$ cat config.mk
export PLATFORM = sky130hd
export DESIGN_NAME = pprx_rx_buf
export DESIGN_NICKNAME = d
export VERILOG_FILES = /design/src/rtl/pprx_pkg.sv /design/src/rtl/pprx_bank.sv /design/src/rtl/pprx_wr_ctrl.sv /design/src/rtl/pprx_flags.sv /design/src/rtl/pprx_rd_ctrl.sv /design/src/rtl/pprx_rx_buf.sv
export SDC_FILE = /design/constraint.sdc
export NUM_CORES = 1
export LEC_CHECK = 0
export BUFFER_PORTS_ARGS = -buffer_cell sky130_fd_sc_hd__buf_4
export CORE_ASPECT_RATIO = 0.8
export CORE_MARGIN = 5
export CORE_UTILIZATION = 30
export CTS_BUF_LIST = sky130_fd_sc_hd__clkbuf_16
export DETAILED_ROUTE_END_ITERATION = 12
export HOLD_SLACK_MARGIN = 0.1
export PLACE_DENSITY = 0.44
export SLEW_MARGIN = 30
export SYNTH_ARGS = -nofsm -noshare
export SYNTH_HDL_FRONTEND = slang
export SYNTH_SLANG_ARGS = --single-unit
$ cat constraint.sdc
create_clock -name clk -period 4.1 [get_ports clk]
set_input_delay 0.205 -clock clk [delete_from_list [all_inputs] [get_ports clk]]
set_output_delay 0.205 -clock clk [all_outputs]
set_load 0.005 [all_outputs]
$ cat src/rtl/pprx_pkg.sv
package pprx_pkg;

  // Bank the processor is served from: the only full one, or when both are
  // full the next write target, which is the older of the two.
  function automatic logic serviced_bank(input logic [1:0] full, input logic wr_bank);
    logic sel;
    case (full)
      2'b01:   sel = 1'b0;
      2'b10:   sel = 1'b1;
      default: sel = wr_bank;
    endcase
    return sel;
  endfunction

  function automatic logic [1:0] bank_mask(input logic bank);
    return bank ? 2'b10 : 2'b01;
  endfunction

endpackage

$ cat src/rtl/pprx_bank.sv
module pprx_bank #(
  parameter int DATA_W = 8,
  parameter int DEPTH  = 64,
  localparam int PTR_W = $clog2(DEPTH),
  localparam int CNT_W = $clog2(DEPTH + 1)
) (
  input  logic              clk,
  input  logic              rst_n,
  input  logic              wr_en,
  input  logic [PTR_W-1:0]  wr_addr,
  input  logic [DATA_W-1:0] wr_data,
  input  logic              cnt_load,
  input  logic [CNT_W-1:0]  cnt_val,
  input  logic [PTR_W-1:0]  rd_addr,
  output logic [DATA_W-1:0] rd_data,
  output logic [CNT_W-1:0]  count
);
  logic [DATA_W-1:0] mem [DEPTH];

  always_ff @(posedge clk) begin
    if (wr_en) mem[wr_addr] <= wr_data;
  end

  always_ff @(posedge clk) begin
    if (!rst_n)        count <= '0;
    else if (cnt_load) count <= cnt_val;
  end

  assign rd_data = mem[rd_addr];
endmodule

$ cat src/rtl/pprx_wr_ctrl.sv
module pprx_wr_ctrl #(
  parameter int DEPTH = 64,
  parameter bit ISO   = 1'b0,
  localparam int PTR_W = $clog2(DEPTH),
  localparam int CNT_W = $clog2(DEPTH + 1)
) (
  input  logic             clk,
  input  logic             rst_n,
  input  logic             rx_valid,
  input  logic             rx_end_ok,
  input  logic             rx_end_bad,
  input  logic [1:0]       bank_full,
  output logic             wr_bank,
  output logic             wr_en,
  output logic [PTR_W-1:0] wr_addr,
  output logic [1:0]       done_set,
  output logic [CNT_W-1:0] done_cnt,
  output logic             hs_ack,
  output logic             hs_nak,
  output logic             evt_drop
);
  logic             pkt_open, pkt_drop, pkt_ovf;
  logic [CNT_W-1:0] wr_ptr;
  logic             active, ending, drop_eff, byte_ok, ovf_eff, good, nak_c;
  logic [CNT_W-1:0] ptr_eff;

  always_comb begin
    active   = rx_valid | rx_end_ok | rx_end_bad;
    ending   = rx_end_ok | rx_end_bad;
    drop_eff = pkt_open ? pkt_drop : bank_full[wr_bank];
    byte_ok  = rx_valid & ~drop_eff & ~pkt_ovf & (wr_ptr < CNT_W'(DEPTH));
    ovf_eff  = pkt_ovf | (rx_valid & ~drop_eff & (wr_ptr == CNT_W'(DEPTH)));
    ptr_eff  = wr_ptr + CNT_W'(byte_ok);
    good     = rx_end_ok & ~rx_end_bad & ~drop_eff & ~ovf_eff;
    nak_c    = rx_end_ok & ~rx_end_bad & drop_eff & (ISO == 1'b0);
    evt_drop = ending & drop_eff;
  end

  assign wr_en    = byte_ok;
  assign wr_addr  = wr_ptr[PTR_W-1:0];
  assign done_set = good ? pprx_pkg::bank_mask(wr_bank) : 2'b00;
  assign done_cnt = ptr_eff;

  always_ff @(posedge clk) begin
    if (!rst_n) begin
      pkt_open <= 1'b0;
      pkt_drop <= 1'b0;
      pkt_ovf  <= 1'b0;
      wr_ptr   <= '0;
      wr_bank  <= 1'b0;
      hs_ack   <= 1'b0;
      hs_nak   <= 1'b0;
    end else begin
      hs_ack <= good;
      hs_nak <= nak_c;
      if (ending) begin
        pkt_open <= 1'b0;
        pkt_drop <= 1'b0;
        pkt_ovf  <= 1'b0;
        wr_ptr   <= '0;
        if (good) wr_bank <= ~wr_bank;
      end else if (active) begin
        pkt_open <= 1'b1;
        pkt_drop <= drop_eff;
        pkt_ovf  <= ovf_eff;
        wr_ptr   <= ptr_eff;
      end
    end
  end
endmodule

$ cat src/rtl/pprx_flags.sv
module pprx_flags #(
  parameter int NBANK = 2
) (
  input  logic             clk,
  input  logic             rst_n,
  input  logic [NBANK-1:0] set,
  input  logic [NBANK-1:0] clr_req,
  output logic [NBANK-1:0] full,
  output logic [NBANK-1:0] clr_eff
);
  for (genvar b = 0; b < NBANK; b++) begin : g_flag
    assign clr_eff[b] = clr_req[b] & full[b];
    always_ff @(posedge clk) begin
      if (!rst_n)          full[b] <= 1'b0;
      else if (set[b])     full[b] <= 1'b1;
      else if (clr_eff[b]) full[b] <= 1'b0;
    end
  end
endmodule

$ cat src/rtl/pprx_rd_ctrl.sv
module pprx_rd_ctrl #(
  parameter int DEPTH = 64,
  localparam int PTR_W = $clog2(DEPTH),
  localparam int CNT_W = $clog2(DEPTH + 1)
) (
  input  logic             clk,
  input  logic             rst_n,
  input  logic [1:0]       full,
  input  logic [1:0]       clr_eff,
  input  logic             wr_bank,
  input  logic             rd_en,
  input  logic [CNT_W-1:0] cnt0,
  input  logic [CNT_W-1:0] cnt1,
  output logic             rd_sel,
  output logic [PTR_W-1:0] rd_addr,
  output logic [CNT_W-1:0] byte_cnt,
  output logic             rd_adv
);
  logic [CNT_W-1:0] rd_ptr, cnt_sel;

  always_comb begin
    rd_sel   = pprx_pkg::serviced_bank(full, wr_bank);
    cnt_sel  = rd_sel ? cnt1 : cnt0;
    byte_cnt = full[rd_sel] ? cnt_sel : '0;
    rd_adv   = rd_en & full[rd_sel] & (rd_ptr < cnt_sel);
  end

  assign rd_addr = rd_ptr[PTR_W-1:0];

  always_ff @(posedge clk) begin
    if (!rst_n)               rd_ptr <= '0;
    else if (clr_eff[rd_sel]) rd_ptr <= '0;
    else if (rd_adv)          rd_ptr <= rd_ptr + 1'b1;
  end
endmodule

$ cat src/rtl/pprx_rx_buf.sv
module pprx_rx_buf #(
  parameter int DATA_W = 8,
  parameter int DEPTH  = 64,
  parameter bit ISO    = 1'b0,
  localparam int PTR_W = $clog2(DEPTH),
  localparam int CNT_W = $clog2(DEPTH + 1)
) (
  input  logic              clk,
  input  logic              rst_n,
  input  logic              rx_valid,
  input  logic [DATA_W-1:0] rx_byte,
  input  logic              rx_end_ok,
  input  logic              rx_end_bad,
  output logic              hs_ack,
  output logic              hs_nak,
  output logic [1:0]        bank_full,
  output logic              rd_bank,
  output logic [CNT_W-1:0]  byte_cnt,
  input  logic              rd_en,
  output logic [DATA_W-1:0] rd_data,
  input  logic [1:0]        rel_bank,
  output logic              irq
);
  // named internal events, used by the checker
  logic             wr_bank, wr_en, rd_sel, rd_adv, evt_drop;
  logic [PTR_W-1:0] wr_addr, rd_addr;
  logic [1:0]       bank_set, clr_eff;
  logic [CNT_W-1:0] done_cnt;
  logic [DATA_W-1:0] bk_rd  [2];
  logic [CNT_W-1:0]  bk_cnt [2];

  pprx_wr_ctrl #(.DEPTH(DEPTH), .ISO(ISO)) u_wr (
    .clk(clk), .rst_n(rst_n), .rx_valid(rx_valid), .rx_end_ok(rx_end_ok),
    .rx_end_bad(rx_end_bad), .bank_full(bank_full), .wr_bank(wr_bank),
    .wr_en(wr_en), .wr_addr(wr_addr), .done_set(bank_set), .done_cnt(done_cnt),
    .hs_ack(hs_ack), .hs_nak(hs_nak), .evt_drop(evt_drop)
  );

  pprx_flags #(.NBANK(2)) u_flags (
    .clk(clk), .rst_n(rst_n), .set(bank_set), .clr_req(rel_bank),
    .full(bank_full), .clr_eff(clr_eff)
  );

  for (genvar b = 0; b < 2; b++) begin : g_bank
    pprx_bank #(.DATA_W(DATA_W), .DEPTH(DEPTH)) u_bank (
      .clk(clk), .rst_n(rst_n),
      .wr_en(wr_en & (wr_bank == 1'(b))), .wr_addr(wr_addr), .wr_data(rx_byte),
      .cnt_load(bank_set[b]), .cnt_val(done_cnt),
      .rd_addr(rd_addr), .rd_data(bk_rd[b]), .count(bk_cnt[b])
    );
  end

  pprx_rd_ctrl #(.DEPTH(DEPTH)) u_rd (
    .clk(clk), .rst_n(rst_n), .full(bank_full), .clr_eff(clr_eff),
    .wr_bank(wr_bank), .rd_en(rd_en), .cnt0(bk_cnt[0]), .cnt1(bk_cnt[1]),
    .rd_sel(rd_sel), .rd_addr(rd_addr), .byte_cnt(byte_cnt), .rd_adv(rd_adv)
  );

  assign rd_bank = rd_sel;
  assign rd_data = bk_rd[rd_sel];
  assign irq     = |bank_full;
endmodule

; ---- Word level (Yosys, flattened, before mapping)
; Memories as Yosys holds them, arrays and structs flattened. A register that Yosys moved wholly into a read port is not among the register bits.
; Index checks and enable logic that the tools add are counted.
[totals]
romBits = 0
mem_bits_rw = 1024
latch_bits = 0
wordCells = 82
mem_count = 2
regBits = 36
[mem_list]
columns = memory, words, word_bits, read_ports, rd_clocked_by_memory_dff, write_ports, line_no
row1 = g_bank[0].u_bank.mem, 64, 8, 1, 1, 1, pprx_bank.sv:18  ; logic [DATA_W-1:0] mem [DEPTH];
row2 = g_bank[1].u_bank.mem, 64, 8, 1, 1, 1, pprx_bank.sv:18
[classes]
n_shift = 0
reduce_logical = 6
eq_ne = 3
n_lt_le_gt_ge = 5
multipliers = 0
n_div = 0
n_bitwise = 25
addsub = 2
mux = 27
[ops]
columns = cell, count
row1 = $mux 6, 4
row2 = $mux 8, 3
row3 = $mux 1, 15
row4 = $and 1x1->1, 14
row5 = $mux 7, 2
row6 = $add 7x1->7, 1
row7 = $add 7x1->7 const B, 1
row8 = $eq 7x7->1 const B, 1
row9 = $lt 7x7->1, 1
row10 = $lt 7x7->1 const B, 1
row11 = $not 1->1, 6
row12 = $reduce_or 2->1, 3
row13 = $lt 1x2->1 const B, 2
row14 = $mux 2, 2
row15 = $or 1x1->1, 4
row16 = $reduce_bool 2->1, 2
row17 = $eq 2x1->1 const B, 1
row18 = $eq 2x2->1 const B, 1
row19 = $ge 2x2->1 const B, 1
row20 = $not 1->2, 1
row21 = $pmux 1 s2, 1
row22 = $reduce_and 2->1, 1

; ---- Depth between registers and ports, before layout
[depth]
ltp_word = 11
mapped_depth = 12
depth_no_buf = 11

; ---- Cells and area by module
; From an unflattened synthesis, not the netlist that was laid out.
[unflattened]
cells_unflattened = 2061
hier_area_um2 = 42009.0
[by_module_without_submodules]
columns = module, cells_per_inst, area_each_um2, n_inst
row1 = pprx_bank, 937, 20166.8, 2
row2 = pprx_wr_ctrl, 81, 742.0, 1
row3 = pprx_rd_ctrl, 86, 700.7, 1
row4 = pprx_rx_buf, 12, 150.1, 1
row5 = pprx_flags, 8, 82.6, 1

; ---- Least setup slack after synthesis
; Ideal clock, no wire load.
[synth_timing]
path_type = register to register
from = register u_flags.full[1]
to = register u_rd.rd_ptr[5]
setup_slack_ns = 0.959
arrival_time_ns = 3.071
stages_incl_launch_ff = 12
setup_ns = 0.070
t_required_ns = 4.030
period_less_slack_ns = 3.141
path_buffers = 1
path_cell_list = dfxtp_1 > inv_1 > ha_1 > mux2i_4 > mux2i_1 > ha_1 > a21o_1 > a21oi_1 > o221ai_1 > clkbuf_1 > or4_4 > a21oi_1
[synth_between]
elab_chain_len = 6
elab_cells_between_ends = 13
classes_between = order compare: 1 / eq/ne: 2 / mux: 6 / bitwise: 3 / reduce/logical: 1
[synth_rtl]
columns = element, line_no
row1 = from (decl), pprx_flags.sv:8  ; output logic [NBANK-1:0] full,
row2 = "from (signal, indexed assignment)", pprx_flags.sv:14  ; if (!rst_n) full[b] <= 1'b0;
row3 = "from (signal, indexed assignment)", pprx_flags.sv:15  ; else if (set[b]) full[b] <= 1'b1;
row4 = "from (signal, indexed assignment)", pprx_flags.sv:16  ; else if (clr_eff[b]) full[b] <= 1'b0;
row5 = "parallel branches: the longest is 6 deep, another holds $lt 7x7->1", -
row6 = to (signal assigned), pprx_rd_ctrl.sv:33  ; else if (rd_adv) rd_ptr <= rd_ptr + 1'b1;
row7 = to (decl), pprx_rd_ctrl.sv:19  ; logic [CNT_W-1:0] rd_ptr, cnt_sel;
; Several ways; the timed one is not identified. The select of a mux whose other input is x is not followed.
; A chain may end at the register's enable or synchronous reset.

==> reports/qor.csv <==
metric;value;unit
ys_ff_latch;1066;
cp.required;3890;ps
final_max_slew_viol_count;0;
synth-adder-area-share;0.355;%
pre_cts_slack;427;ps
use_met2;21.5;%
synth_cells;2513;
finish.net_count;2665;
cts_buffers;107;
avgRoutedWirePerCell;25.5;um
mostFrequentLayoutCells;edfxtp_1, mux2i_1, a22oi_1;
peakVddDrop;0.000290;V
arrival;3650;ps
slowest_stage;or4_1;
ys.warnings.count;0;
synth-simple-area-share;5.53;%
cp.buffers_inverters;3;
cp_num_cells;8;
synth-edff-count;1024;
port_buffers;36;
post-dp-hpwl;75300;um
crit_family;simple AND/OR/NAND/NOR gates;
worstSkewPairLatency;710;ps
die_w;430;um
syn_area;0.0423;mm2
worst-path-max-fanout;45;
pwr-share-seq;53.4;%
drc;0;
syn_avg_cell_area;16.8;um2
ioPinCount;37;
power;22.4;mW
cp-start-kind;register;
swShare;20.4;%
cp-end-kind;output pin;
totalNegativeSetupSlack;0;ps
worstSetupPathType;register to output pin;
async_flop_share;0;%
antenna_left;0;
synth_xor_area_share;0.207;%
setup_ws;240;ps
gp_congestion;0.828;
synth_ff_type;edfxtp_1;
dr.pass1.iters;6;
core-area;0.140;mm2
grt_start_max_net_pins;129;
mostFrequentLayoutCell;edfxtp_1;
root_buffer;clkbuf_16;
fp.dieH;346;um
fin_cells;4600;
relSlewSlack;26.8;%
whs;99.1;ps
busiest_layer;met1;
rows;123;
syn_to_final_growth;15.7;%
grt_use_total;15.4;%
grt_pass1_wl;167000;um
rsz0062_at_grt;no;
seq_area_frac_synth;74.6;%
hold_depth;1;
p_per_area;457;mW/mm2
status;finished, final reports clean;
p_int;17.8;mW
routed_wl;118000;um
fmax;259;MHz
setup_violations;0;
drtIter0Drc;2113;
clock_sinks;1066;
crit_chain;buf_12, buf_6, mux2i_1, a22oi_1, nand4_1, nor3_1, or4_1, buf_4;
via_per_inst;4.93;
p_clk_share;44.5;%
grt-ovfl-total;0;
synth_nets;2541;
slowest_delay;610;ps
grt_pass1_vias;22754;
post-route-period-util;94.1;%
synth_compound_area_share;4.57;%
max-cap-violations;0;
synth.area.mux_share;12.7;%
hold_viol_final;0;
fin_skew;33.4;ps
p_leak;14.6;nW
use_met3;3.70;%
route.vias.total;22693;
use_met1;23.8;%
initial_core_util;30.2;%
post_dp_cell_area;0.0452;mm2
clk_pin_slew;60;ps
final_cell_area;0.0490;mm2
comb_power_share;2.1;%
htreeDepth;3;
hp-class;input port to register;
antenna_found_initial;5;
cts_buffer_depth;3;
dp_cells;4387;
die-area;0.149;mm2
drive_above_1_share;12.5;%
r2r_cells;10;
synth.distinct_cells;49;
synth_top_family_by_area;multiplexers;
period_minus_slack;3860;ps
cts_tree;built;
tightest_slew;1100;ps
p_switching;4.57;mW
final_core_util;34.9;%
cells in the mapped netlist, drive strengths merged (5+ instances only):
cell       n  area share [%]
xor2       6            0.12
o21ai      5           0.059
and4bb     6            0.18
buf      124             1.6
clkbuf    21            0.19
nor3      39            0.54
ha        12            0.35
or3        6           0.089
mux2i    536              13
or4       13            0.25
nor2     169             1.5
edfxtp  1024              73
a22oi    224             4.0
nand3b     5           0.089
a21oi     16            0.19
nand2    120             1.1
dfxtp     42             2.0
nand3      9            0.11
nand4     71             1.1
inv       19            0.18
final timing paths:
check	startpoint	to	slack (ps)
max	register	rd_data[5]	240
min	rx_byte[4]	g_bank[0].u_bank.mem[63][4]	100
min reg2reg	u_rd.rd_ptr[6]	u_rd.rd_ptr[6]	470
max reg2reg	u_flags.full[1]	register	440
worst reg2reg max path, stage by stage, from the launching register on:
cell and delay (ps):
dfxtp_1 400, inv_1 100, ha_1 340, mux2i_4 460, mux2i_1 360, ha_1 300, a21o_1 180, a21oi_1 190
o221ai_1 410, or4_4 660, a21oi_1 180
metal layers:
metal	vias to the layer above	share of wire, %	wire length (um)
met2	609	41	48200
li1	10168	-	-
met4	0	2.4	2840
met1	11747	50	58800
met5	-	0	0
met3	169	6.5	7610
flip-flops by register name, indices dropped and copies added, names as in the netlist, named ones only:
| name | count |
|---|---|
| g_bank.u_bank.count | 14 |
| g_bank.u_bank.mem | 1024 |
| u_flags.full | 2 |
| u_rd.rd_ptr | 7 |
| u_wr.hs_ack | 1 |
| u_wr.hs_nak | 1 |
| u_wr.pkt_drop | 1 |
| u_wr.pkt_open | 1 |
| u_wr.pkt_ovf | 1 |
| u_wr.wr_bank | 1 |
| u_wr.wr_ptr | 7 |
area by class of cell:
| class | count | area (um2) |
|---|---|---|
| Antenna cell | 3 | 7.51 |
| Timing Repair Buffer | 160 | 1470 |
| Sequential cell | 1066 | 31600 |
| Clock buffer | 107 | 2680 |
| Inverter | 19 | 76.3 |
| Multi-Input combinational cell | 1283 | 9930 |
| Clock inverter | 87 | 865 |
| Fill cell | 13273 | 91400 |
| Tap cell | 1875 | 2350 |
logic make-up after synthesis:
| family | Yosys count |
|---|---|
| AOI/OAI and AO/OA | 261 |
| xor gates and xnor gates | 10 |
| adders and majority gates | 12 |
| buffers and inverters | 164 |
| DFF | 1066 |
| muxes | 536 |
| and+or+nand+nor | 464 |
power groups by stage:
stage / sequential [mW] / clock [mW] / combinational (mW)
after global routing: 11.9 / 10.7 / 0.511
after detailed placement: 12.2 / 0 / 0.475
after CTS: 11.9 / 10.2 / 0.487
after global placement: 12.2 / 0 / 0.463
after floorplan: 12.2 / 0 / 0.130
final: 12.0 / 9.95 / 0.475
what timing repair did:
| action | in CTS | in global routing |
|---|---|---|
| hold endpoints to repair | 164 | 0 |
| setup buffers | 0 | 2 |
| hold buffers | 14 | 0 |
| resized for setup | 6 | 5 |
| gates cloned | 0 | 0 |
| endpoints found under the setup margin | 7 | 8 |
No activity file was read; power rests on OpenSTA's default activity.
